File: src/rtl/dmareg_pkg.sv
package dmareg_pkg;
  localparam int WORD_W = 32;
  localparam int CTRL_W = 16;
  localparam int LANES  = WORD_W / 8;

  // bit positions inside a channel control word
  localparam int CB_RUN  = 0;
  localparam int CB_IRQE = 3;
  localparam int CB_FLT  = 8;

  // bits software may write in a control word
  localparam logic [CTRL_W-1:0] CTRL_WMASK = 16'h06FF;

  typedef enum logic [1:0] {
    SZ_BYTE = 2'd0,
    SZ_HALF = 2'd1,
    SZ_WORD = 2'd2,
    SZ_WRD2 = 2'd3
  } bus_size_e;

  typedef enum logic [1:0] {
    SEL_NONE  = 2'd0,
    SEL_CTRL  = 2'd1,
    SEL_ADDR  = 2'd2,
    SEL_COUNT = 2'd3
  } reg_sel_e;

  function automatic logic [WORD_W-1:0] lane_merge(
    input logic [WORD_W-1:0] old_v,
    input logic [WORD_W-1:0] new_v,
    input logic [LANES-1:0]  be
  );
    logic [WORD_W-1:0] r;
    r = old_v;
    for (int k = 0; k < LANES; k++) begin
      if (be[k]) r[8*k +: 8] = new_v[8*k +: 8];
    end
    return r;
  endfunction
endpackage

File: src/rtl/dmareg_decode.sv
module dmareg_decode
  import dmareg_pkg::*;
#(
  parameter int          NUM_CH = 8,
  parameter int          AW     = 12,
  parameter logic [AW-1:0] BASE = 12'h200,
  localparam int         CHW    = $clog2(NUM_CH),
  localparam int         WINB   = CHW + 4
) (
  input  logic           clk,
  input  logic           rst_n,
  input  logic [AW-1:0]  addr,
  input  logic [1:0]     size,
  input  logic           we,
  output logic           hit_stat,
  output logic [CHW-1:0] ch_idx,
  output reg_sel_e       reg_sel,
  output logic [LANES-1:0] be
);
  logic       in_win;
  logic [1:0] word_ofs;

  always_comb begin
    in_win   = (addr[AW-1:WINB] == BASE[AW-1:WINB]);
    ch_idx   = addr[WINB-1:4];
    word_ofs = addr[3:2];
    hit_stat = in_win && (ch_idx == '0) && (word_ofs == 2'd0);
    reg_sel  = SEL_NONE;
    if (in_win) begin
      case (word_ofs)
        2'd1:    reg_sel = SEL_CTRL;
        2'd2:    reg_sel = SEL_ADDR;
        2'd3:    reg_sel = SEL_COUNT;
        default: reg_sel = SEL_NONE;
      endcase
    end
  end

  always_comb begin
    case (bus_size_e'(size))
      SZ_BYTE: be = 4'b0001 << addr[1:0];
      SZ_HALF: be = addr[1] ? 4'b1100 : 4'b0011;
      default: be = 4'b1111;
    endcase
  end


  lane_count_chk: assert property (@(posedge clk) disable iff (!rst_n)
    we |-> ($countones(be) == 1 || $countones(be) == 2 || $countones(be) == 4));
endmodule

File: src/rtl/dmareg_chan.sv
module dmareg_chan
  import dmareg_pkg::*;
#(
  parameter bit ALIGN_ADDR = 1'b1
) (
  input  logic              clk,
  input  logic              rst_n,
  input  logic              wr_ctrl,
  input  logic              wr_addr,
  input  logic              wr_count,
  input  logic [LANES-1:0]  be,
  input  logic [WORD_W-1:0] wdata,
  input  logic              eng_upd,
  input  logic              eng_done,
  input  logic              eng_err,
  input  logic [WORD_W-1:0] eng_addr,
  input  logic [WORD_W-1:0] eng_count,
  output logic [CTRL_W-1:0] ctrl_q,
  output logic [WORD_W-1:0] addr_q,
  output logic [WORD_W-1:0] count_q,
  output logic              irq_evt
);
  logic [CTRL_W-1:0] ctrl_d;
  logic [WORD_W-1:0] addr_d, count_d, ctrl_merge;
  logic              running, finish;
  logic              ctrl_en, addr_en, count_en;

  always_comb begin
    running    = ctrl_q[CB_RUN];
    finish     = running && (eng_done || eng_err);
    irq_evt    = finish && ctrl_q[CB_IRQE];
    ctrl_merge = lane_merge({{(WORD_W-CTRL_W){1'b0}}, ctrl_q}, wdata, be);

    ctrl_d = ctrl_q;
    if (finish) begin
      ctrl_d[CB_RUN] = 1'b0;
      if (eng_err) ctrl_d[CB_FLT] = 1'b1;
    end
    if (wr_ctrl) ctrl_d = ctrl_merge[CTRL_W-1:0] & CTRL_WMASK;

    addr_d  = addr_q;
    count_d = count_q;
    if (running && eng_upd) begin
      addr_d  = eng_addr;
      count_d = eng_count;
    end
    if (wr_addr) begin
      addr_d = lane_merge(addr_q, wdata, be);
      if (ALIGN_ADDR) addr_d[1:0] = 2'b00;
    end
    if (wr_count) count_d = lane_merge(count_q, wdata, be);

    ctrl_en  = wr_ctrl || finish;
    addr_en  = wr_addr || (running && eng_upd);
    count_en = wr_count || (running && eng_upd);
  end

  always_ff @(posedge clk or negedge rst_n) begin
    if (!rst_n) begin
      ctrl_q  <= '0;
      addr_q  <= '0;
      count_q <= '0;
    end else begin
      if (ctrl_en)  ctrl_q  <= ctrl_d;
      if (addr_en)  addr_q  <= addr_d;
      if (count_en) count_q <= count_d;
    end
  end


  done_stop_chk: assert property (@(posedge clk) disable iff (!rst_n)
    (ctrl_q[CB_RUN] && (eng_done || eng_err) && !wr_ctrl) |=> !ctrl_q[CB_RUN]);


  fault_flag_chk: assert property (@(posedge clk) disable iff (!rst_n)
    (ctrl_q[CB_RUN] && eng_err && !wr_ctrl) |=> ctrl_q[CB_FLT]);


  idle_hold_chk: assert property (@(posedge clk) disable iff (!rst_n)
    (!ctrl_q[CB_RUN] && !wr_addr) |=> $stable(addr_q));


  align_chk: assert property (@(posedge clk) disable iff (!rst_n)
    (ALIGN_ADDR && wr_addr) |=> (addr_q[1:0] == 2'b00));
endmodule

File: src/rtl/dmareg_irq.sv
module dmareg_irq #(
  parameter int NUM_CH = 8
) (
  input  logic              clk,
  input  logic              rst_n,
  input  logic [NUM_CH-1:0] set_vec,
  input  logic              rd_clr,
  output logic [NUM_CH-1:0] status_q,
  output logic              irq_o
);
  logic [NUM_CH-1:0] status_d;
  logic              stat_en;

  always_comb begin
    status_d = (rd_clr ? '0 : status_q) | set_vec;
    stat_en  = rd_clr || (|set_vec);
  end

  always_ff @(posedge clk or negedge rst_n) begin
    if (!rst_n)       status_q <= '0;
    else if (stat_en) status_q <= status_d;
  end

  assign irq_o = |status_q;


  set_kept_chk: assert property (@(posedge clk) disable iff (!rst_n)
    (|set_vec) |=> ((status_q & $past(set_vec)) == $past(set_vec)));


  clear_keep_chk: assert property (@(posedge clk) disable iff (!rst_n)
    rd_clr |=> (status_q == $past(set_vec)));
endmodule

File: src/rtl/dmareg_bank.sv
module dmareg_bank
  import dmareg_pkg::*;
#(
  parameter int            NUM_CH     = 8,
  parameter int            AW         = 12,
  parameter logic [AW-1:0] BASE       = 12'h200,
  parameter bit            ALIGN_ADDR = 1'b1,
  localparam int           CHW        = $clog2(NUM_CH)
) (
  input  logic                     clk,
  input  logic                     rst_n,
  input  logic [AW-1:0]            bus_addr,
  input  logic [WORD_W-1:0]        bus_wdata,
  input  logic [1:0]               bus_size,
  input  logic                     bus_we,
  input  logic                     bus_re,
  output logic [WORD_W-1:0]        bus_rdata,
  input  logic [NUM_CH-1:0]        eng_upd,
  input  logic [NUM_CH-1:0]        eng_done,
  input  logic [NUM_CH-1:0]        eng_err,
  input  logic [NUM_CH*WORD_W-1:0] eng_addr,
  input  logic [NUM_CH*WORD_W-1:0] eng_count,
  output logic [NUM_CH*CTRL_W-1:0] cfg_ctrl,
  output logic [NUM_CH*WORD_W-1:0] cfg_addr,
  output logic [NUM_CH*WORD_W-1:0] cfg_count,
  output logic                     irq_o
);
  logic [1:0] rst_sync_q;
  logic       srst_n;

  always_ff @(posedge clk or negedge rst_n) begin
    if (!rst_n) rst_sync_q <= 2'b00;
    else        rst_sync_q <= {rst_sync_q[0], 1'b1};
  end
  assign srst_n = rst_sync_q[1];

  logic             hit_stat;
  logic [CHW-1:0]   ch_idx;
  reg_sel_e         reg_sel;
  logic [LANES-1:0] be;

  dmareg_decode #(.NUM_CH(NUM_CH), .AW(AW), .BASE(BASE)) u_dec (
    .clk      (clk),
    .rst_n    (srst_n),
    .addr     (bus_addr),
    .size     (bus_size),
    .we       (bus_we),
    .hit_stat (hit_stat),
    .ch_idx   (ch_idx),
    .reg_sel  (reg_sel),
    .be       (be)
  );

  logic [CTRL_W-1:0] ctrl_arr  [NUM_CH];
  logic [WORD_W-1:0] addr_arr  [NUM_CH];
  logic [WORD_W-1:0] count_arr [NUM_CH];
  logic [NUM_CH-1:0] irq_set;
  logic [NUM_CH-1:0] status_q;

  for (genvar g = 0; g < NUM_CH; g++) begin : g_ch
    logic sel_me;
    assign sel_me = bus_we && (ch_idx == CHW'(g));

    dmareg_chan #(.ALIGN_ADDR(ALIGN_ADDR)) u_chan (
      .clk       (clk),
      .rst_n     (srst_n),
      .wr_ctrl   (sel_me && (reg_sel == SEL_CTRL)),
      .wr_addr   (sel_me && (reg_sel == SEL_ADDR)),
      .wr_count  (sel_me && (reg_sel == SEL_COUNT)),
      .be        (be),
      .wdata     (bus_wdata),
      .eng_upd   (eng_upd[g]),
      .eng_done  (eng_done[g]),
      .eng_err   (eng_err[g]),
      .eng_addr  (eng_addr[g*WORD_W +: WORD_W]),
      .eng_count (eng_count[g*WORD_W +: WORD_W]),
      .ctrl_q    (ctrl_arr[g]),
      .addr_q    (addr_arr[g]),
      .count_q   (count_arr[g]),
      .irq_evt   (irq_set[g])
    );

    assign cfg_ctrl[g*CTRL_W +: CTRL_W]  = ctrl_arr[g];
    assign cfg_addr[g*WORD_W +: WORD_W]  = addr_arr[g];
    assign cfg_count[g*WORD_W +: WORD_W] = count_arr[g];
  end

  dmareg_irq #(.NUM_CH(NUM_CH)) u_irq (
    .clk      (clk),
    .rst_n    (srst_n),
    .set_vec  (irq_set),
    .rd_clr   (bus_re && hit_stat),
    .status_q (status_q),
    .irq_o    (irq_o)
  );

  always_comb begin
    bus_rdata = '0;
    if (hit_stat) begin
      bus_rdata[NUM_CH-1:0] = status_q;
    end else begin
      case (reg_sel)
        SEL_CTRL:  bus_rdata[CTRL_W-1:0] = ctrl_arr[ch_idx];
        SEL_ADDR:  bus_rdata = addr_arr[ch_idx];
        SEL_COUNT: bus_rdata = count_arr[ch_idx];
        default:   bus_rdata = '0;
      endcase
    end
  end
endmodule

File: config.mk
export PLATFORM = sky130hd
export DESIGN_NAME = dmareg_bank
export DESIGN_NICKNAME = d
export VERILOG_FILES = /design/src/rtl/dmareg_pkg.sv /design/src/rtl/dmareg_decode.sv /design/src/rtl/dmareg_chan.sv /design/src/rtl/dmareg_irq.sv /design/src/rtl/dmareg_bank.sv
export SDC_FILE = /design/constraint.sdc
export NUM_CORES = 1
export LEC_CHECK = 0
export BUFFER_PORTS_ARGS = -buffer_cell sky130_fd_sc_hd__buf_2
export CAP_MARGIN = 20
export CORE_AREA = 10 10 482 484
export CTS_BUF_LIST = sky130_fd_sc_hd__clkbuf_16
export CTS_CLUSTER_DIAMETER = 40
export DETAILED_ROUTE_END_ITERATION = 16
export DIE_AREA = 0 0 492 494
export GPL_TIMING_DRIVEN = 0
export HOLD_SLACK_MARGIN = 0.08
export PLACE_DENSITY_LB_ADDON = 0.12
export RECOVER_POWER = 50
export SKIP_LAST_GASP = 1
export SLEW_MARGIN = 25
export SYNTH_ARGS = -nofsm -noshare
export SYNTH_HDL_FRONTEND = slang
export SYNTH_SLANG_ARGS = --single-unit
File: constraint.sdc
create_clock -name clk -period 23.9 [get_ports clk]
set_input_delay 4.78 -clock clk [delete_from_list [all_inputs] [get_ports clk]]
set_output_delay 4.78 -clock clk [all_outputs]
set_load 0.01 [all_outputs]
==> results.md, run 1 <==
* Fmax at 69.5 MHz
* Hold Path Stages at 0
* Crit path buf inv count at 5
* Static Leak at 22.4 nW
* Power Total at 3.96 mW
* IO Count at 1259
* Setup CP Type: in2out
* Design area at 0.0475 sq mm
* Cell count after synthesis at 3095
* Hold Buf Count CTS at 0
* Setup TNS at 0 ns
* Met2 GRT Util at 45.0%
* Clk root buf: clkbuf_16
* Placed Area at 0.0419 sq mm
* PwrDens at 83.3 mW/mm^2
* Crit end category: output pin
* Fin crit period at 14.39 ns
* R2R Path Start: rst_sync_q[1]
* Total CTS buffers at 180
* GR peak layer: met2
* Crit-path leading delay family: buffers and inverters
* CP arrival at 9.61 ns
* Max-cap violations at 17
* VDD IR max at 0.0669 mV
* Status: finished with violations
* DRC violations left at 0
* Die area at 0.243 sq mm
* # setup viols final at 0
* Slew @ Worst Pin at 2.77 ns
* Share of cells above drive strength 1 at 35.1%
* Main flop type after synthesis: dfrtp_1
* Via count at 34900
* GRT overflow at 0
* Average size of a mapped cell at 9.89 sq um
* Fin. Hold Viols at 0
* Clk slew on worst S/H paths at 0.05 ns
* Area grow syn2layout at 55.2%
* Final WL at 319000 um
* Setup Buffers After CTS at 0
* Largest net degree at the start of global routing at 45
* Max clock buf depth at 3
* Final slew viol count at 627
* CP peak stage delay at 1.35 ns
* Buffers on Ports at 1192
* Synth area leader: dfrtp_1
* Post-synth ARST share at 100%
* Clock skew at 0.0422 ns
* Max stage delay cell, worst path: clkbuf_1
* CTS tree: built
* Hold Path Origin: rst_sync_q[0]
* First-pass GRT wire length at 403000 um
* Global-route met3 utilization at 6.93%
* FP Rows at 173
* RSZ-0062 raised after global routing: no
* CP Max Fanout at 10
* Syn. warnings at 0
* Initial Util at 13.8%
* Vias in the first global route at 36100
* Cell mode on critical path: buf_2
* Yosys reg bits at 610
* Min-Delay Endpoint: rst_sync_q[1]
* R2R setup slack at 10.32 ns
* CTS sink count at 610
* Worst r2r path cells at 6
* Final ANT Viol Nets at 0
* Distinct cells, synth at 46
* Nets at 5146
* Dpl hpwl at 263000 um
* Failing checks: max-capacitance violations, max-slew violations
* Mean routed wirelength per cell at 41.3 um
* Core area at 0.222 sq mm
* Worst hold path type: reg2reg
* Slew HR at -84.9%
* Seq/Total Area, Yosys at 49.9%
* Routability cong. at 0.867
* Synthesized area at 0.0306 sq mm
* Initial DRC count at 2793
* Final worst-path cycle share at 60.2%
* Avg Vias per Cell at 4.52
* Drt first pass iters at 8
* Post-cts sizing count at 0
* CP Cell Sequence: buf_2 -> buf_2 -> clkbuf_1 -> buf_4 -> mux4_2 -> a22oi_1 -> nand4_1 -> buf_2
* Met1 usage at 29.2%
* Fillers at 24900
* Reg2reg end: g_ch[7].u_chan.count_q[3]
* H-tree levels at 4
* Die span in y at 494 um
* Initial antenna violation count at 113
* Worst Path Required at 19.12 ns
* Die Wd at 492 um
* Clock Latency Late Sink at 0.82 ns
* Total Routing Usage GR at 25.1%
* Post-synth EDFFs at 0
* Setup crit start kind: input port
* Area share of the largest cell type after synthesis at 49.9%
* Ranking of synthesized cells by area: dfrtp_1 50%, nor2_1 13%, o22ai_1 11%
[metal layers]
metal  wire, um  part of all wire [%]  up-vias
li1           -                     -    14200
met1     125000                    39    18200
met2     161000                    50     1922
met3      23300                   7.3      498
met4       9910                   3.1       50
met5        338                  0.11        -
[per-stage QoR]
stage,worst slack (ns),hold WS (ns),instances,util (%)
CTS,10.13,0.278,7692,21.7
global route,8.22,0.369,7708,21.4
finish,9.51,0.351,7728,21.4
detailed placement,10.13,0.273,7353,18.9
global placement,-7.16,0.335,7301,18.2
floorplan,5.64,0.331,3134,-
[power breakdown]
part | switching, mW | internal [mW] | leakage, nW
clock network | 0.822 | 1.70 | 3.11
logic | 0.230 | 0.107 | 10.9
registers | 0.0359 | 1.06 | 8.44
total | 1.09 | 2.87 | 22.4
[worst max path at each step]
stage | endpoint | depth (start not counted) | from | slack (ns)
finish | bus_rdata[4] | 8 | bus_addr[4] | 9.51
global placement | g_ch[4].u_chan.count_q[0] | 0 | rst_sync_q[1] | -7.16
CTS | bus_rdata[12] | 9 | bus_addr[4] | 10.13
floorplan | g_ch[0].u_chan.addr_q[0] | 0 | rst_sync_q[1] | 5.64
global route | g_ch[4].u_chan.count_q[0] | 6 | rst_sync_q[1] | 8.22
detailed placement | bus_rdata[12] | 9 | bus_addr[4] | 10.13
[synthesized netlist by cell type (20+ instances only)]
| master | number |
|---|---|
| mux2i_1 | 120 |
| nor2_1 | 1026 |
| o22ai_1 | 517 |
| buf_4 | 40 |
| dfrtp_1 | 610 |
| a21oi_1 | 54 |
| nand2b_1 | 20 |
| nand2_1 | 145 |
| buf_2 | 68 |
| clkbuf_1 | 102 |
| nand3_1 | 24 |
| mux4_2 | 140 |
| mux2_2 | 75 |
| buf_1 | 30 |
[flip-flops by register name, summed over array words and instances, names as in the netlist]
signal               count
g_ch.u_chan.addr_q     256
g_ch.u_chan.count_q    256
g_ch.u_chan.ctrl_q      88
u_irq.status_q           8
rst_sync_q               2
[final cells by class]
cell class / count / area [sq um] / share of cell area (%)
clock inverter: 157 / 1710 / 3.60
timing repair buffer: 1244 / 6340 / 13.3
inverter: 3 / 11.3 / 0.0237
tap: 2975 / 3720 / 7.83
sequential: 610 / 15300 / 32.1
clock buffer: 182 / 4550 / 9.58
antenna: 36 / 90.1 / 0.190
multi-input combinational: 2281 / 14600 / 30.7
buffer: 240 / 1220 / 2.56
[cell families (layout without fill, tap and decap cells)]
kind of cell	Yosys count	count (layout)	synth area share [%]
AND/OR/NAND/NOR	1283	1283	16.7
AO/OA/AOI/OAI	622	622	12.6
flip-flops	610	610	49.9
multiplexers	335	335	17.0
buffers and inverters	243	1826	3.75
other	2	77	0.0245
[cells in the final DEF, fill, tap and decap left out, drive strengths merged, types with 5 or more instances in the layout]
cell type,n
a22oi,17
or2,5
buf,1051
and3,7
inv,31
and2,13
o22ai,517
bufinv,30
nor2,1030
dfrtp,610
clkbuf,615
clkinv,83
diode,36
mux2i,120
nand2b,20
nand3,24
clkinvlp,16
conb,41
a21oi,54
mux4,140
o21ai,15
a222oi,5
nand2,145
nor4,20
mux2,75
[worst register-to-register path, cell delays in order (launching register included)]
cell and delay, ns:
dfrtp_1 1.03, clkbuf_1 1.93, clkbuf_1 2.01, clkbuf_1 1.93, clkbuf_1 2.01, clkbuf_1 2.00, clkbuf_1 2.07
Note: power is estimated with default switching activity, not from simulation.
==> run 2, diff against run 1 <==
==> constraint.sdc (replaced) <==
create_clock -name clk -period 12.1 [get_ports clk]
set_input_delay 2.42 -clock clk [delete_from_list [all_inputs] [get_ports clk]]
set_output_delay 2.42 -clock clk [all_outputs]
set_load 0.01 [all_outputs]
==> results.md, run 2 (synthesis gave the netlist of run 1 again) <==
* Status: finished with violations
* Failing checks: max-capacitance violations, max-slew violations
* Fin. Hold Viols at 0 (unchanged)
* IO Count at 1259 (unchanged)
* Worst hold path type: reg2async
* Share of cells above drive strength 1 at 34.7% (-0.39 points)
* Final ANT Viol Nets at 0 (unchanged)
* Die Wd at 492 um (unchanged)
* # setup viols final at 0 (unchanged)
* FP Rows at 173 (unchanged)
* Fin Hold WS at 0.277 ns (-0.0738 ns)
* Placed Area at 0.0420 sq mm (+0.22%)
* Clk root buf: clkbuf_16
* First-pass GRT wire length at 403000 um (+0.15%)
* CTS sink count at 610 (unchanged)
* Setup CP Type: reg2async
* CP arrival at 9.45 ns (-0.16 ns)
* Static Leak at 22.3 nW (-0.45%)
* Slew HR at -84.6% (+0.27 points)
* Leading cell type in the layout, fill and taps excluded: nor2_1
* VDD IR max at 0.131 mV (+96%)
* Total Routing Usage GR at 25.2% (+0.11 points)
* Initial Util at 13.8% (unchanged)
* Clock Latency Late Sink at 0.81 ns (about the same)
* Die area at 0.243 sq mm (unchanged)
* Fmax at 109 MHz
* Slew @ Worst Pin at 2.77 ns (-0.00402 ns)
* Final worst-path cycle share at 75.6%
* Mean routed wirelength per cell at 41.5 um (+0.33%)
* DRC violations left at 0 (unchanged)
* Drt first pass iters at 5 (-3)
* Placed Instances at 7357 (+0.054%)
* Area grow syn2layout at 54.6%
* Total CTS buffers at 178 (-1.1%)
* Vias in the first global route at 36000 (-0.14%)
* Final slew viol count at 422 (-33%)
* Most frequent cells in the layout: 1024 x nor2_1, 958 x buf_2, 610 x dfrtp_1, 517 x o22ai_1, 380 x clkbuf_1
* Via count at 34900 (-0.014%)
* Worst slack, placed at 2.80 ns (-7.33 ns)
* Hold Buf Count CTS at 0 (unchanged)
* Avg Vias per Cell at 4.52 (about the same)
* Core area at 0.222 sq mm (unchanged)
* Dpl hpwl at 265000 um (+0.67%)
* Setup TNS at 0 ns (unchanged)
* PwrDens at 159 mW/mm^2 (+90%)
* Finished Core Util at 21.3% (-0.087 points)
* Clock skew at 0.0503 ns (+0.00810 ns)
* Routability cong. at 0.882 (+1.7%)
* GRT overflow at 0 (unchanged)
* Initial DRC count at 3009 (+7.7%)
* H-tree levels at 4 (unchanged)
* Post-route setup slack at 2.95 ns (-6.56 ns)
* Nets at 5148 (+0.039%)
* CP Max Fanout at 40 (+30)
* Clk slew on worst S/H paths at 0.05 ns (about the same)
* Setup Buffers After CTS at 0 (unchanged)
* Buffers on Ports at 1192 (unchanged)
* Worst Path Required at 12.39 ns (-6.73 ns)
* RSZ-0062 raised after global routing: no
* Setup crit start kind: register
* Power Total at 7.51 mW (+90%)
* Fin crit period at 9.15 ns
* Die span in y at 494 um (unchanged)
* Final WL at 320000 um (+0.35%)
* Post-cts sizing count at 0 (unchanged)
* Max clock buf depth at 3 (unchanged)
* CTS tree: built
* Design area at 0.0473 sq mm (-0.41%)
* Initial antenna violation count at 132 (+17%)
* Biggest regs: g_ch.u_chan.addr_q x256, g_ch.u_chan.count_q x256, g_ch.u_chan.ctrl_q x88
* Crit end category: asynchronous set/reset pin
* Max-cap violations at 11 (-6)
* Non-Filler Instances at 7730 (+0.026%)
* Largest net degree at the start of global routing at 42 (-6.7%)
* Worst r2r path cells at 4 (-2)
-- run 2: worst max-delay path: stages (launching register included) --
cell and delay [ns]:
dfrtp_1 0.78, clkbuf_1 1.83, clkbuf_1 1.90, clkbuf_1 1.90, clkbuf_1 2.06
-- run 2: final timing paths --
kind	startpoint	end	slack [ns]
min in group clk	rst_sync_q[0]	rst_sync_q[1]	0.35
hold / removal	rst_sync_q[1]	g_ch[7].u_chan.addr_q[17]	0.28
setup reg to reg	rst_sync_q[1]	g_ch[1].u_chan.count_q[0]	2.95
hold reg to reg	rst_sync_q[1]	g_ch[7].u_chan.addr_q[17]	0.28
setup / recovery	rst_sync_q[1]	g_ch[1].u_chan.count_q[0]	2.95
max in group clk	bus_addr[4]	bus_rdata[4]	3.18
-- run 2: area by class of cell --
cell class	count	area (sq um)
diodes	54	135
well taps	2975	3720
fillers	24800	175000
repair buffers	1248	6540
inverters	3	11.3
clock inverters	141	1400
multi-input cells	2281	14600
clock buffers	178	4450
flip-flops and latches	610	15300
plain buffers	240	1220
-- run 2: power by group --
group	leakage, nW	total, mW	internal, mW	switching [mW]
Combinational	10.9	0.671	0.216	0.454
Clock	2.94	4.66	3.08	1.59
Sequential	8.44	2.17	2.10	0.0715
Total	22.3	7.51	5.39	2.11
-- run 2: layer usage --
metal	wire length (um)	part of all wire, %	up-vias	track usage, %
met5	361	0.11	-	0
met4	10900	3.4	58	7.43
met3	23500	7.3	501	7.15
met2	161000	50	1959	44.9
met1	125000	39	18100	29.1
li1	-	-	14300	-
